### src/rtl/vpw_front_pkg.sv
package vpw_front_pkg;

  typedef enum logic [7:0] {
    ST_NONE    = 8'h00,
    ST_BAD_SYM = 8'h1C
  } vpw_stat_e;

  function automatic int quarter_min1(input int n);
    return (n / 4 < 1) ? 1 : n / 4;
  endfunction

  function automatic int max_int(input int a, input int b);
    return (a > b) ? a : b;
  endfunction

endpackage

### src/rtl/vpw_route_mux.sv
module vpw_route_mux (
  input  logic loop_en,
  input  logic rx_pin,
  input  logic tx_data,
  output logic filt_in,
  output logic tx_pin
);

  always_comb begin
    if (loop_en) begin
      filt_in = tx_data;
      tx_pin  = 1'b0;
    end else begin
      filt_in = rx_pin;
      tx_pin  = tx_data;
    end
  end

endmodule

### src/rtl/vpw_idle_guard.sv
module vpw_idle_guard #(
  parameter int NORM_CYC = 40,
  parameter int FAST_CYC = 10,
  parameter int CW       = 6
) (
  input  logic clk,
  input  logic rst_n,
  input  logic hold,
  input  logic fast,
  input  logic bus_active,
  output logic met
);

  localparam logic [CW-1:0] THR_N = CW'(NORM_CYC);
  localparam logic [CW-1:0] THR_F = CW'(FAST_CYC);

  logic [CW-1:0] cnt;
  logic [CW-1:0] thr;
  logic [CW-1:0] cnt_nx;

  assign thr    = fast ? THR_F : THR_N;
  assign cnt_nx = cnt + CW'(1);

  always_ff @(posedge clk or negedge rst_n) begin
    if (!rst_n) begin
      cnt <= '0;
      met <= 1'b0;
    end else if (hold) begin
      cnt <= '0;
      met <= 1'b0;
    end else if (!met) begin
      if (bus_active) begin
        cnt <= '0;
      end else if (cnt_nx >= thr) begin
        cnt <= '0;
        met <= 1'b1;
      end else begin
        cnt <= cnt_nx;
      end
    end
  end

endmodule

### src/rtl/vpw_speed_ctl.sv
module vpw_speed_ctl
  import vpw_front_pkg::*;
(
  input  logic       clk,
  input  logic       rst_n,
  input  logic       wr,
  input  logic       wdata,
  input  logic       brk,
  output logic       fast,
  output vpw_stat_e  stat
);

  always_ff @(posedge clk or negedge rst_n) begin
    if (!rst_n) begin
      fast <= 1'b0;
      stat <= ST_NONE;
    end else if (brk && fast) begin
      fast <= 1'b0;
      stat <= ST_BAD_SYM;
    end else if (wr) begin
      fast <= wdata;
      stat <= ST_NONE;
    end
  end

endmodule

### src/rtl/vpw_link_front.sv
module vpw_link_front
  import vpw_front_pkg::*;
#(
  parameter int EOF_CYC = 40,
  parameter int IFS_CYC = 60
) (
  input  logic       clk,
  input  logic       rst_n,
  input  logic       loop_en,
  input  logic       fast_wr,
  input  logic       fast_wdata,
  input  logic       brk_det,
  input  logic       rx_pin,
  input  logic       tx_data,
  output logic       filt_in,
  output logic       tx_pin,
  output logic       rx_en,
  output logic       tx_en,
  output logic       rate_sel,
  output logic [7:0] stat_code
);

  localparam int NGUARD = 2;
  localparam int CW     = $clog2(max_int(EOF_CYC, IFS_CYC) + 1);

  logic [NGUARD-1:0] met;
  logic              fast;
  vpw_stat_e         stat;

  vpw_route_mux u_route (
    .loop_en (loop_en),
    .rx_pin  (rx_pin),
    .tx_data (tx_data),
    .filt_in (filt_in),
    .tx_pin  (tx_pin)
  );

  vpw_speed_ctl u_speed (
    .clk   (clk),
    .rst_n (rst_n),
    .wr    (fast_wr),
    .wdata (fast_wdata),
    .brk   (brk_det),
    .fast  (fast),
    .stat  (stat)
  );

  // guard 0: end-of-frame idle (receive), guard 1: inter-frame idle (transmit)
  for (genvar gi = 0; gi < NGUARD; gi++) begin : g_guard
    localparam int NCYC = (gi == 0) ? EOF_CYC : IFS_CYC;
    vpw_idle_guard #(
      .NORM_CYC (NCYC),
      .FAST_CYC (quarter_min1(NCYC)),
      .CW       (CW)
    ) u_guard (
      .clk        (clk),
      .rst_n      (rst_n),
      .hold       (loop_en),
      .fast       (fast),
      .bus_active (rx_pin),
      .met        (met[gi])
    );
  end

  assign rx_en     = loop_en | met[0];
  assign tx_en     = loop_en | met[1];
  assign rate_sel  = fast;
  assign stat_code = stat;

endmodule

### config.mk
export PLATFORM = sky130hd
export DESIGN_NAME = vpw_link_front
export DESIGN_NICKNAME = d
export VERILOG_FILES = /design/src/rtl/vpw_front_pkg.sv /design/src/rtl/vpw_route_mux.sv /design/src/rtl/vpw_idle_guard.sv /design/src/rtl/vpw_speed_ctl.sv /design/src/rtl/vpw_link_front.sv
export SDC_FILE = /design/constraint.sdc
export NUM_CORES = 1
export LEC_CHECK = 0
export BUFFER_PORTS_ARGS = -buffer_cell sky130_fd_sc_hd__buf_4
export CAP_MARGIN = 20
export CORE_MARGIN = 5
export CORE_UTILIZATION = 56
export DETAILED_ROUTE_END_ITERATION = 10
export PLACE_DENSITY = 0.79
export SLEW_MARGIN = 10
export SYNTH_ARGS = -nofsm -noshare
export SYNTH_HDL_FRONTEND = slang
export SYNTH_SLANG_ARGS = --single-unit
### constraint.sdc
create_clock -name clk -period 4.4 [get_ports clk]
set_clock_uncertainty 0.1 [all_clocks]
set_input_delay 0.66 -clock clk [delete_from_list [all_inputs] [get_ports clk]]
set_output_delay 0.66 -clock clk [all_outputs]
set_load 0.005 [all_outputs]
==> impl_metrics.csv <==
group,metric,value,unit
clocking,htree_levels,1,
die,ios,21,
critical_path,critical_path_class,"reg2reg",
logic_synthesis,synth_area_leaders,"dfrtp_1, ha_1, xnor2_1, buf_4, a32o_1",
clocking,root_buffer,"clkbuf_4",
global_route,antenna_found_initial,0,
die,die_area,2850,um^2
pwr,p_int,226,uW
global_route,grt_pass1_vias,766,
logic_synthesis,yosysWarnings,0,
sta,slew_viol_final,0,
cells_and_area,fillers,159,
sta,setup_viol,0,
logic_synthesis,netlist_instances,104,
routing,dr.pass1.iters,4,
clocking,cts_buffers,3,
logic_synthesis,ys_types,34,
sta,tns,0,ps
clocking,cts.sinks,16,
global_route,use_met1,22.0,%
logic_synthesis,synth_seq_cells,16,
clocking,clock_path_buffers,2,
cells_and_area,drive_gt1_share,23.1,%
clocking,cts_repair_resize_count,0,
place,dp_hpwl,1530,um
critical_path,cp-start-kind,"register",
die,coreArea,1760,um^2
routing,drcViolationCount,0,
die,die_w,53.4,um
routing,ant_nets,0,
clocking,postCtsSetupBuffers,0,
place,port_buffers,15,
pwr,power_frac_seq,51.5,%
routing,wl_per_cell,14.3,um
logic_synthesis,post-synth-top-area-cell,"dfrtp_1",
job,cap_violations,0,
sta,slew_headroom,65.1,%
cells_and_area,n_antenna_cell,0,
critical_path,critPathArrivalTime,2560,ps
sta,period_share,56.3,%
cells_and_area,area_delta_synth_final,11.8,%
sta,max_freq,404,MHz
status,status,"completed",
routing,drt_wl_total,2030,um
logic_synthesis,netlist.area_leader.share,38.0,%
die,die_y,53.4,um
global_route,grt_pass1_wl,3490,um
routing,vias,765,
critical_path,path_max_fanout,6,
pwr,p_comb_share,15.6,%
place,place_congestion,0.845,
clocking,clkSlewWorstSetupHoldPaths,100,ps
cells_and_area,nets,134,
logic_synthesis,ys_async_sr_fraction,100,%
routing,vias_per_cell,5.39,
pwr,powerDensity,263,nW/um^2
global_route,grtUsageMet2,27.1,%
critical_path,crit_required,4490,ps
pwr,vdd_drop_max,0.135,mV
pwr,switching_share,27.1,%
hold_path,hp-class,"in2async",
global_route,gr-usage-all-layers,17.4,%
die,start_util,59.7,%
logic_synthesis,ys_seq_area_share,38.0,%
sta,final-hold-violation-count,0,
routing,drt-initial-drc-count,5,
die,row_count,15,
cells_and_area,multi_input_area,574,um^2
logic_synthesis,syn_avg_cell_area,10.1,um^2
global_route,grt_max_degree,17,
logic_synthesis,synth-main-ff-cell,"dfrtp_1",
pwr,p_leak,0.000597,uW
pwr,pwr-share-clk,32.9,%
logic_synthesis,yosys.cell_count.top_type,"dfrtp_1",
global_route,grt_use_met3,3.66,%
clocking,cts_tree,"yes",
logic_synthesis,mappedNetlistArea,1050,um^2
clocking,postCtsHoldBufs,0,
sta,layout_min_cycle_time,2480,ps
logic_synthesis,synth_edf_count,0,
cells_and_area,seq_area,400,um^2
global_route,overflow,0,
logic_synthesis,synthTopCellsByCount,"dfrtp_1, ha_1, nand2_1",
sta,rsz0062_at_grt,"no",
clocking,clk_latency,300,ps
critical_path,endpoint_kind,"register",
pwr,power.switching,83.9,uW
cells_and_area,utilization,66.7,%
global_route,busiest_layer,"met2",
sta,tightest_slew,524,ps
## critical path, stage by stage, from the launching register on
cell and delay, ps:
dfrtp_1 480, ha_1 270, nand3_1 110, xnor2_1 160
ha_1 280, nand2_1 80, o41ai_4 440, nor2_2 120
a221o_1 330
## state kept, by name, indices dropped and copies added, names as in the netlist
| signal | count |
|---|---|
| u_speed.stat | 1 |
| g_guard.u_guard.cnt | 12 |
| u_speed.fast | 1 |
| g_guard.u_guard.met | 2 |
## through the flow
stage	cells	power, uW	setup slack, ps	hold slack [ps]	instance area (um^2)
2_1_floorplan	108	192	2100	264	1070
3_3_place_gp	138	208	2040	398	1140
3_5_place_dp	138	211	1950	426	1140
4_1_cts	142	311	1920	97.8	1180
5_1_grt	142	328	1780	88.2	1180
6_report	142	310	1920	91.4	1180
## cells in the final DEF, fill, tap and decap left out, types with 2 or more instances in the layout
master	synthesis	routed
a22o_1	3	3
clkbuf_4	0	3
nand2_1	8	8
a21oi_1	3	3
or2_1	2	2
buf_4	7	15
inv_1	6	6
mux2i_1	2	2
or2_2	2	2
a31oi_1	2	2
xnor2_1	7	7
nand3_1	6	6
nor2b_1	4	4
nor2_1	2	2
o21ai_1	4	4
dfrtp_1	16	16
a32o_1	3	3
ha_1	8	8
and3_1	2	2
conb_1	1	5
## power groups by stage
| stage | clock network [uW] | registers (uW) | logic (uW) |
|---|---|---|---|
| 6_report | 102 | 159 | 48.4 |
| 5_1_grt | 113 | 160 | 55.2 |
| 4_1_cts | 103 | 159 | 49.2 |
| 3_5_place_dp | 0 | 162 | 49.1 |
| 3_3_place_gp | 0 | 161 | 46.5 |
| 2_1_floorplan | 0 | 160 | 31.2 |
## area by class of cell
type / instances / share of cell area, %
clock buffer: 4 / 3.08
inverter: 6 / 1.91
multi-input combinational: 76 / 48.8
sequential: 16 / 34.0
tap: 25 / 2.66
timing repair buffer: 15 / 9.56
## cells by family after synthesis
logic type / synth area share, %
compound gates: 16.0
simple gates: 16.9
other cells: 0.356
mux: 2.97
flops: 38.0
fa+ha+maj: 9.50
buf+inv: 8.91
xor+xnor: 7.36
## layer usage
metal / share of wire (%) / routed length, um / up-vias
met1: 48 / 965 / 359
met4: 2.5 / 51 / 0
met5: 0 / 0 / -
met3: 4.7 / 95 / 5
li1: - / - / 379
met2: 45 / 917 / 22
## final timing paths
kind / start / endpoint / slack (ps) / cells after the start
max: g_guard[1].u_guard.cnt[0] / g_guard[1].u_guard.cnt[2] / 1920 / 8
min: rst_n / g_guard[0].u_guard.cnt[0] / 90 / 1
max reg2reg: g_guard[1].u_guard.cnt[0] / g_guard[1].u_guard.cnt[2] / 1920 / 8
min reg2reg: g_guard[0].u_guard.cnt[4] / g_guard[0].u_guard.cnt[4] / 450 / 1
max in group asynchronous: rst_n / g_guard[1].u_guard.cnt[0] / 3920 / 1
min in group clk: brk_det / u_speed.fast / 420 / 2
(Power assumes the default switching activity.)
